===== src/rtl/nbs_pkg.sv =====
package nbs_pkg;
  localparam int OOB_BYTES = 6;
  localparam int IDX_W     = $clog2(OOB_BYTES);

  typedef enum logic [1:0] {
    S_IDLE,
    S_REQ,
    S_RSP,
    S_WR
  } scan_state_t;
endpackage


===== src/rtl/nbs_range.sv =====
module nbs_range #(
  parameter int CW = 7,
  parameter int SW = CW + 1
) (
  input  logic [CW-1:0]        total,
  input  logic signed [SW-1:0] first_i,
  input  logic signed [SW-1:0] last_i,
  output logic                 ok,
  output logic                 empty,
  output logic [CW-1:0]        last_o
);
  logic signed [SW-1:0] total_s;
  logic                 clamp;

  always_comb begin
    total_s = $signed({1'b0, total});
    ok      = (first_i >= $signed(SW'(0))) && (first_i < total_s);
    clamp   = (last_i < $signed(SW'(0))) || (last_i >= total_s);
    last_o  = clamp ? (total - CW'(1)) : last_i[CW-1:0];
    empty   = !clamp && (last_i < first_i);
  end
endmodule


===== src/rtl/nbs_spare_judge.sv =====
module nbs_spare_judge
  import nbs_pkg::*;
(
  input  logic             clk,
  input  logic             rst_n,
  input  logic             cap_en,
  input  logic [IDX_W-1:0] cap_idx,
  input  logic [7:0]       cap_byte,
  input  logic             wide_bus,
  input  logic             big_page,
  output logic             is_bad
);
  logic [7:0] spare [OOB_BYTES];

  for (genvar i = 0; i < OOB_BYTES; i++) begin : g_byte
    always_ff @(posedge clk or negedge rst_n) begin
      if (!rst_n) begin
        spare[i] <= 8'hFF;
      end else if (cap_en && (cap_idx == IDX_W'(i))) begin
        spare[i] <= cap_byte;
      end
    end
  end

  logic wide_hit, small_hit, large_hit;

  always_comb begin
    wide_hit  = wide_bus && ((spare[0] & spare[1]) != 8'hFF);
    small_hit = !big_page && (spare[5] != 8'hFF);
    large_hit = big_page && (spare[0] != 8'hFF);
    is_bad    = wide_hit || small_hit || large_hit;
  end
endmodule


===== src/rtl/nbs_flag_table.sv =====
module nbs_flag_table #(
  parameter int NBLK = 64,
  parameter int AW   = $clog2(NBLK)
) (
  input  logic          clk,
  input  logic          rst_n,
  input  logic          we,
  input  logic [AW-1:0] waddr,
  input  logic          wbad,
  input  logic [AW-1:0] raddr,
  output logic          rknown,
  output logic          rbad
);
  logic [NBLK-1:0] known_q;
  logic [NBLK-1:0] bad_q;

  for (genvar i = 0; i < NBLK; i++) begin : g_ent
    always_ff @(posedge clk or negedge rst_n) begin
      if (!rst_n) begin
        known_q[i] <= 1'b0;
        bad_q[i]   <= 1'b0;
      end else if (we && (waddr == AW'(i))) begin
        known_q[i] <= 1'b1;
        bad_q[i]   <= wbad;
      end
    end
  end

  always_comb begin
    rknown = known_q[raddr];
    rbad   = bad_q[raddr];
  end
endmodule


===== src/rtl/nand_bbt_scanner.sv =====
module nand_bbt_scanner
  import nbs_pkg::*;
#(
  parameter int MAX_BLOCKS = 64,
  parameter int PPB_W      = 10,
  parameter int PAGE_W     = 24,
  localparam int BW        = $clog2(MAX_BLOCKS),
  localparam int CW        = BW + 1,
  localparam int SW        = CW + 1
) (
  input  logic                 clk,
  input  logic                 rst_n,
  input  logic                 scan_go,
  input  logic signed [SW-1:0] scan_first,
  input  logic signed [SW-1:0] scan_last,
  input  logic [CW-1:0]        dev_blocks,
  input  logic [PPB_W-1:0]     dev_ppb,
  input  logic                 dev_big_page,
  input  logic                 dev_wide_bus,
  output logic                 rd_req_valid,
  input  logic                 rd_req_ready,
  output logic [PAGE_W-1:0]    rd_req_page,
  input  logic                 rd_rsp_valid,
  output logic                 rd_rsp_ready,
  input  logic [7:0]           rd_rsp_byte,
  input  logic                 rd_rsp_err,
  output logic                 flag_we,
  output logic [BW-1:0]        flag_blk,
  output logic                 flag_bad,
  input  logic [BW-1:0]        qry_blk,
  output logic                 qry_known,
  output logic                 qry_bad,
  output logic                 scan_done,
  output logic                 scan_range_err,
  output logic                 scan_read_err,
  output logic                 scan_busy
);
  scan_state_t         state_q;
  logic [BW-1:0]       cur_q, last_q;
  logic [PAGE_W-1:0]   page_q;
  logic [PPB_W-1:0]    ppb_q;
  logic                big_q, wide_q;
  logic [IDX_W-1:0]    idx_q;
  logic                done_q, rerr_q, ferr_q;

  logic                rng_ok, rng_empty;
  logic [CW-1:0]       rng_last;
  logic                beat, judged_bad;

  nbs_range #(.CW(CW), .SW(SW)) u_range (
    .total   (dev_blocks),
    .first_i (scan_first),
    .last_i  (scan_last),
    .ok      (rng_ok),
    .empty   (rng_empty),
    .last_o  (rng_last)
  );

  assign beat = (state_q == S_RSP) && rd_rsp_valid;

  nbs_spare_judge u_judge (
    .clk      (clk),
    .rst_n    (rst_n),
    .cap_en   (beat && !rd_rsp_err),
    .cap_idx  (idx_q),
    .cap_byte (rd_rsp_byte),
    .wide_bus (wide_q),
    .big_page (big_q),
    .is_bad   (judged_bad)
  );

  nbs_flag_table #(.NBLK(MAX_BLOCKS), .AW(BW)) u_table (
    .clk    (clk),
    .rst_n  (rst_n),
    .we     (flag_we),
    .waddr  (flag_blk),
    .wbad   (flag_bad),
    .raddr  (qry_blk),
    .rknown (qry_known),
    .rbad   (qry_bad)
  );

  always_ff @(posedge clk or negedge rst_n) begin
    if (!rst_n) begin
      state_q <= S_IDLE;
      cur_q   <= '0;
      last_q  <= '0;
      page_q  <= '0;
      ppb_q   <= '0;
      big_q   <= 1'b0;
      wide_q  <= 1'b0;
      idx_q   <= '0;
      done_q  <= 1'b0;
      rerr_q  <= 1'b0;
      ferr_q  <= 1'b0;
    end else begin
      done_q <= 1'b0;
      rerr_q <= 1'b0;
      ferr_q <= 1'b0;
      unique case (state_q)
        S_IDLE: begin
          if (scan_go) begin
            if (!rng_ok) begin
              rerr_q <= 1'b1;
            end else if (rng_empty) begin
              done_q <= 1'b1;
            end else begin
              cur_q   <= scan_first[BW-1:0];
              last_q  <= rng_last[BW-1:0];
              page_q  <= PAGE_W'(scan_first[BW-1:0]) * PAGE_W'(dev_ppb);
              ppb_q   <= dev_ppb;
              big_q   <= dev_big_page;
              wide_q  <= dev_wide_bus;
              state_q <= S_REQ;
            end
          end
        end
        S_REQ: begin
          if (rd_req_ready) begin
            idx_q   <= '0;
            state_q <= S_RSP;
          end
        end
        S_RSP: begin
          if (beat) begin
            if (rd_rsp_err) begin
              ferr_q  <= 1'b1;
              state_q <= S_IDLE;
            end else if (idx_q == IDX_W'(OOB_BYTES - 1)) begin
              state_q <= S_WR;
            end else begin
              idx_q <= idx_q + IDX_W'(1);
            end
          end
        end
        S_WR: begin
          if (cur_q == last_q) begin
            done_q  <= 1'b1;
            state_q <= S_IDLE;
          end else begin
            cur_q   <= cur_q + BW'(1);
            page_q  <= page_q + PAGE_W'(ppb_q);
            state_q <= S_REQ;
          end
        end
        default: state_q <= S_IDLE;
      endcase
    end
  end

  always_comb begin
    rd_req_valid   = (state_q == S_REQ);
    rd_req_page    = page_q;
    rd_rsp_ready   = (state_q == S_RSP);
    flag_we        = (state_q == S_WR);
    flag_blk       = cur_q;
    flag_bad       = judged_bad;
    scan_done      = done_q;
    scan_range_err = rerr_q;
    scan_read_err  = ferr_q;
    scan_busy      = (state_q != S_IDLE);
  end
endmodule


===== config.mk =====
export PLATFORM = sky130hd
export DESIGN_NAME = nand_bbt_scanner
export DESIGN_NICKNAME = d
export VERILOG_FILES = /design/src/rtl/nbs_pkg.sv /design/src/rtl/nbs_range.sv /design/src/rtl/nbs_spare_judge.sv /design/src/rtl/nbs_flag_table.sv /design/src/rtl/nand_bbt_scanner.sv
export SDC_FILE = /design/constraint.sdc
export NUM_CORES = 1
export LEC_CHECK = 0
export BUFFER_PORTS_ARGS = -buffer_cell sky130_fd_sc_hd__buf_2
export CAP_MARGIN = 30
export CORE_AREA = 2 2 150 152
export CTS_CLUSTER_SIZE = 10
export DETAILED_ROUTE_END_ITERATION = 10
export DIE_AREA = 0 0 152 154
export GPL_ROUTABILITY_DRIVEN = 0
export PLACE_DENSITY = 0.82
export SLEW_MARGIN = 0
export SYNTH_ARGS = -nofsm -noshare
export SYNTH_HDL_FRONTEND = slang
export SYNTH_HIERARCHICAL = 1
export SYNTH_SLANG_ARGS = --single-unit

===== constraint.sdc =====
create_clock -name clk -period 3 [get_ports clk]
set_input_delay 0.6 -clock clk [delete_from_list [all_inputs] [get_ports clk]]
set_output_delay 0.6 -clock clk [all_outputs]
set_load 0.03 [all_outputs]

==> flow_summary.json <==
{
  "drc": 0,
  "slew_headroom": 0.502,
  "finalSetupViolations": 10,
  "grt_pass1_vias": 10126,
  "finClkSkew_ps": 16.2,
  "syn_inst": 1165,
  "p_total_w": 0.0121,
  "totalWireLength_um": 30500,
  "period_minus_slack_ps": 3420,
  "grt_pass1_wl_um": 50100,
  "dieHeight_um": 154,
  "numPortBuffers": 94,
  "violations": "setup timing",
  "r2r_slack_ps": 430,
  "p_comb_frac": 0.450,
  "setup_slack_ps": -420,
  "routed_via_density": 5.87,
  "dp_hpwl_um": 22100,
  "swShare": 0.379,
  "die_area_mm2": 0.0234,
  "routedWlPerCell_um": 18.7,
  "first_pass_iters": 7,
  "cts_max_path_buffers": 3,
  "layout.nets": 1489,
  "min_path_type": "in -> reg",
  "htreeDepth": 1,
  "cts_tree": "done",
  "core.rowCount": 54,
  "start_util": 0.594,
  "synthToLayoutAreaGrowth_pct": 18.5,
  "cts_buffers": 24,
  "timing.hold.ws_ps": 302,
  "cts_sinks": 208,
  "core_mm2": 0.0217,
  "dr.first_iter.drc_count": 636,
  "fin_crit_sh": 1.14,
  "cp_data_arrival_time_ps": 3800,
  "rsz0062_at_grt": "true",
  "seqPwrFrac": 0.336,
  "slew_violations": 0,
  "critPathMaxFanout": 5,
  "fin_util": 0.704,
  "diodes": 0,
  "synth_area_mm2": 0.0129,
  "drive_gt1_frac": 0.345,
  "antenna_found_initial": 0,
  "peakVddDrop_uv": 387,
  "cap_violations": 0,
  "die_w_um": 152,
  "intPower_w": 0.00753,
  "hold_violations": 0,
  "ant_nets": 0,
  "syn_nets": 1317,
  "grt_usage": 0.260,
  "syn_area_per_cell_um2": 11.1,
  "status": "finished, violations left",
  "yosysWarnings": 6,
  "worstPathRequired_ps": 3380,
  "dp_slack_ps": -1070,
  "cp-end-kind": "register",
  "worstSetupStartpointType": "primary input",
  "clkTransAtPathRegs_ps": 50,
  "vias": 9555,
  "grt_max_degree": 94,
  "power_leakage_nw": 7.38,
  "grt_overflow": 0,
  "fmax_mhz": 292,
  "setup_tns_ps": -2800,
  "cts-root-buf": "clkbuf_16",
  "crit_type": "in -> reg",
  "p_sw_w": 0.00460,
  "worstMarginPinSlew_ps": 741,
  "pin_count": 95,
  "p_per_area_mw_per_mm2": 795,
  "power_frac_clock": 0.214,
  "clk_latency_ps": 510
}
[final cells by class]
| class | instances | area [µm²] |
|---|---|---|
| fill | 1472 | 6420 |
| sequential | 208 | 5240 |
| multi-input combinational | 833 | 7350 |
| tap | 280 | 350 |
| timing repair buffer | 191 | 1360 |
| clock buffer | 36 | 677 |
| inverter | 79 | 297 |
[flip-flops by register name, summed over array words and instances (netlist names), 2 cells and up]
signal / cells
state_q: 2
flag_blk: 6
u_table/known_q: 64
rd_req_page: 24
last_q: 6
ppb_q: 10
idx_q: 3
u_judge/spare: 24
u_table/bad_q: 64
[critical path: stages]
cell      delay (ps)
buf_8            100
and2_4           150
fa_1             560
inv_2             40
fa_1             460
fa_1             520
inv_2             50
ha_4             230
a211oi_4         250
o21ai_2          120
a211oi_2         240
buf_4            180
o31ai_4           70
xnor2_1          150
o21bai_1          80
[placed cells by master, fill, tap and decap left out, drive strengths merged, types with 6 or more instances in the layout]
| cell | count |
|---|---|
| nand2 | 100 |
| o211ai | 7 |
| a211oi | 20 |
| dfrtp | 184 |
| nand4 | 14 |
| buf | 187 |
| dfstp | 24 |
| nand3 | 19 |
| and2 | 55 |
| mux2 | 112 |
| clkbuf | 39 |
| xnor2 | 26 |
| nor2 | 71 |
| inv | 79 |
| a21oi | 26 |
| a22oi | 12 |
| nand2b | 54 |
| fa | 34 |
| o21ai | 36 |
| mux2i | 13 |
| nor2b | 6 |
| nor3 | 17 |
| mux4 | 29 |
| or2 | 25 |
| and3 | 8 |
| ha | 63 |
| a21o | 16 |
[stage by stage]
step / std cells / instance area [µm²]
floorplan: 1165 / 13100
global placement: 1580 / 14300
detailed placement: 1580 / 14300
CTS: 1625 / 15200
global route: 1627 / 15300
finish: 1627 / 15300
[power groups by stage]
stage          clock, W  combinational [W]  sequential, W
5_1_grt         0.00276            0.00593        0.00416
3_3_place_gp          0            0.00502        0.00404
6_report        0.00259            0.00546        0.00407
4_1_cts         0.00263            0.00539        0.00406
2_1_floorplan         0            0.00348        0.00425
3_5_place_dp          0            0.00521        0.00409
[repair_timing]
item,in CTS,in global routing
endpoints found under the hold margin,16,0
gates cloned,0,1
resized for setup,29,11
pin swaps,17,8
hold buffers,1,0
setup buffers,8,3
setup endpoints to repair,11,13
[routing by layer]
layer | part of all wire | global-route usage | wire, µm
met5 | 0 | 0 | 0
met4 | 0.025 | 0.0788 | 756
met3 | 0.053 | 0.0454 | 1600
met2 | 0.51 | 0.454 | 15500
met1 | 0.41 | 0.333 | 12600
[final timing paths]
path | start | end | cells past startpoint
hold / removal | dev_wide_bus | wide_q | 2
hold reg to reg | u_table/known_q[8] | u_table/known_q[8] | 1
setup / recovery | dev_ppb[3] | rd_req_page[15] | 15
max in group asynchronous | rst_n | u_table/known_q[59] | 3
min in group asynchronous | rst_n | u_table/known_q[49] | 2
setup reg to reg | rd_req_page[0] | rd_req_page[12] | 9
Note: power is estimated with default switching activity, not from simulation.
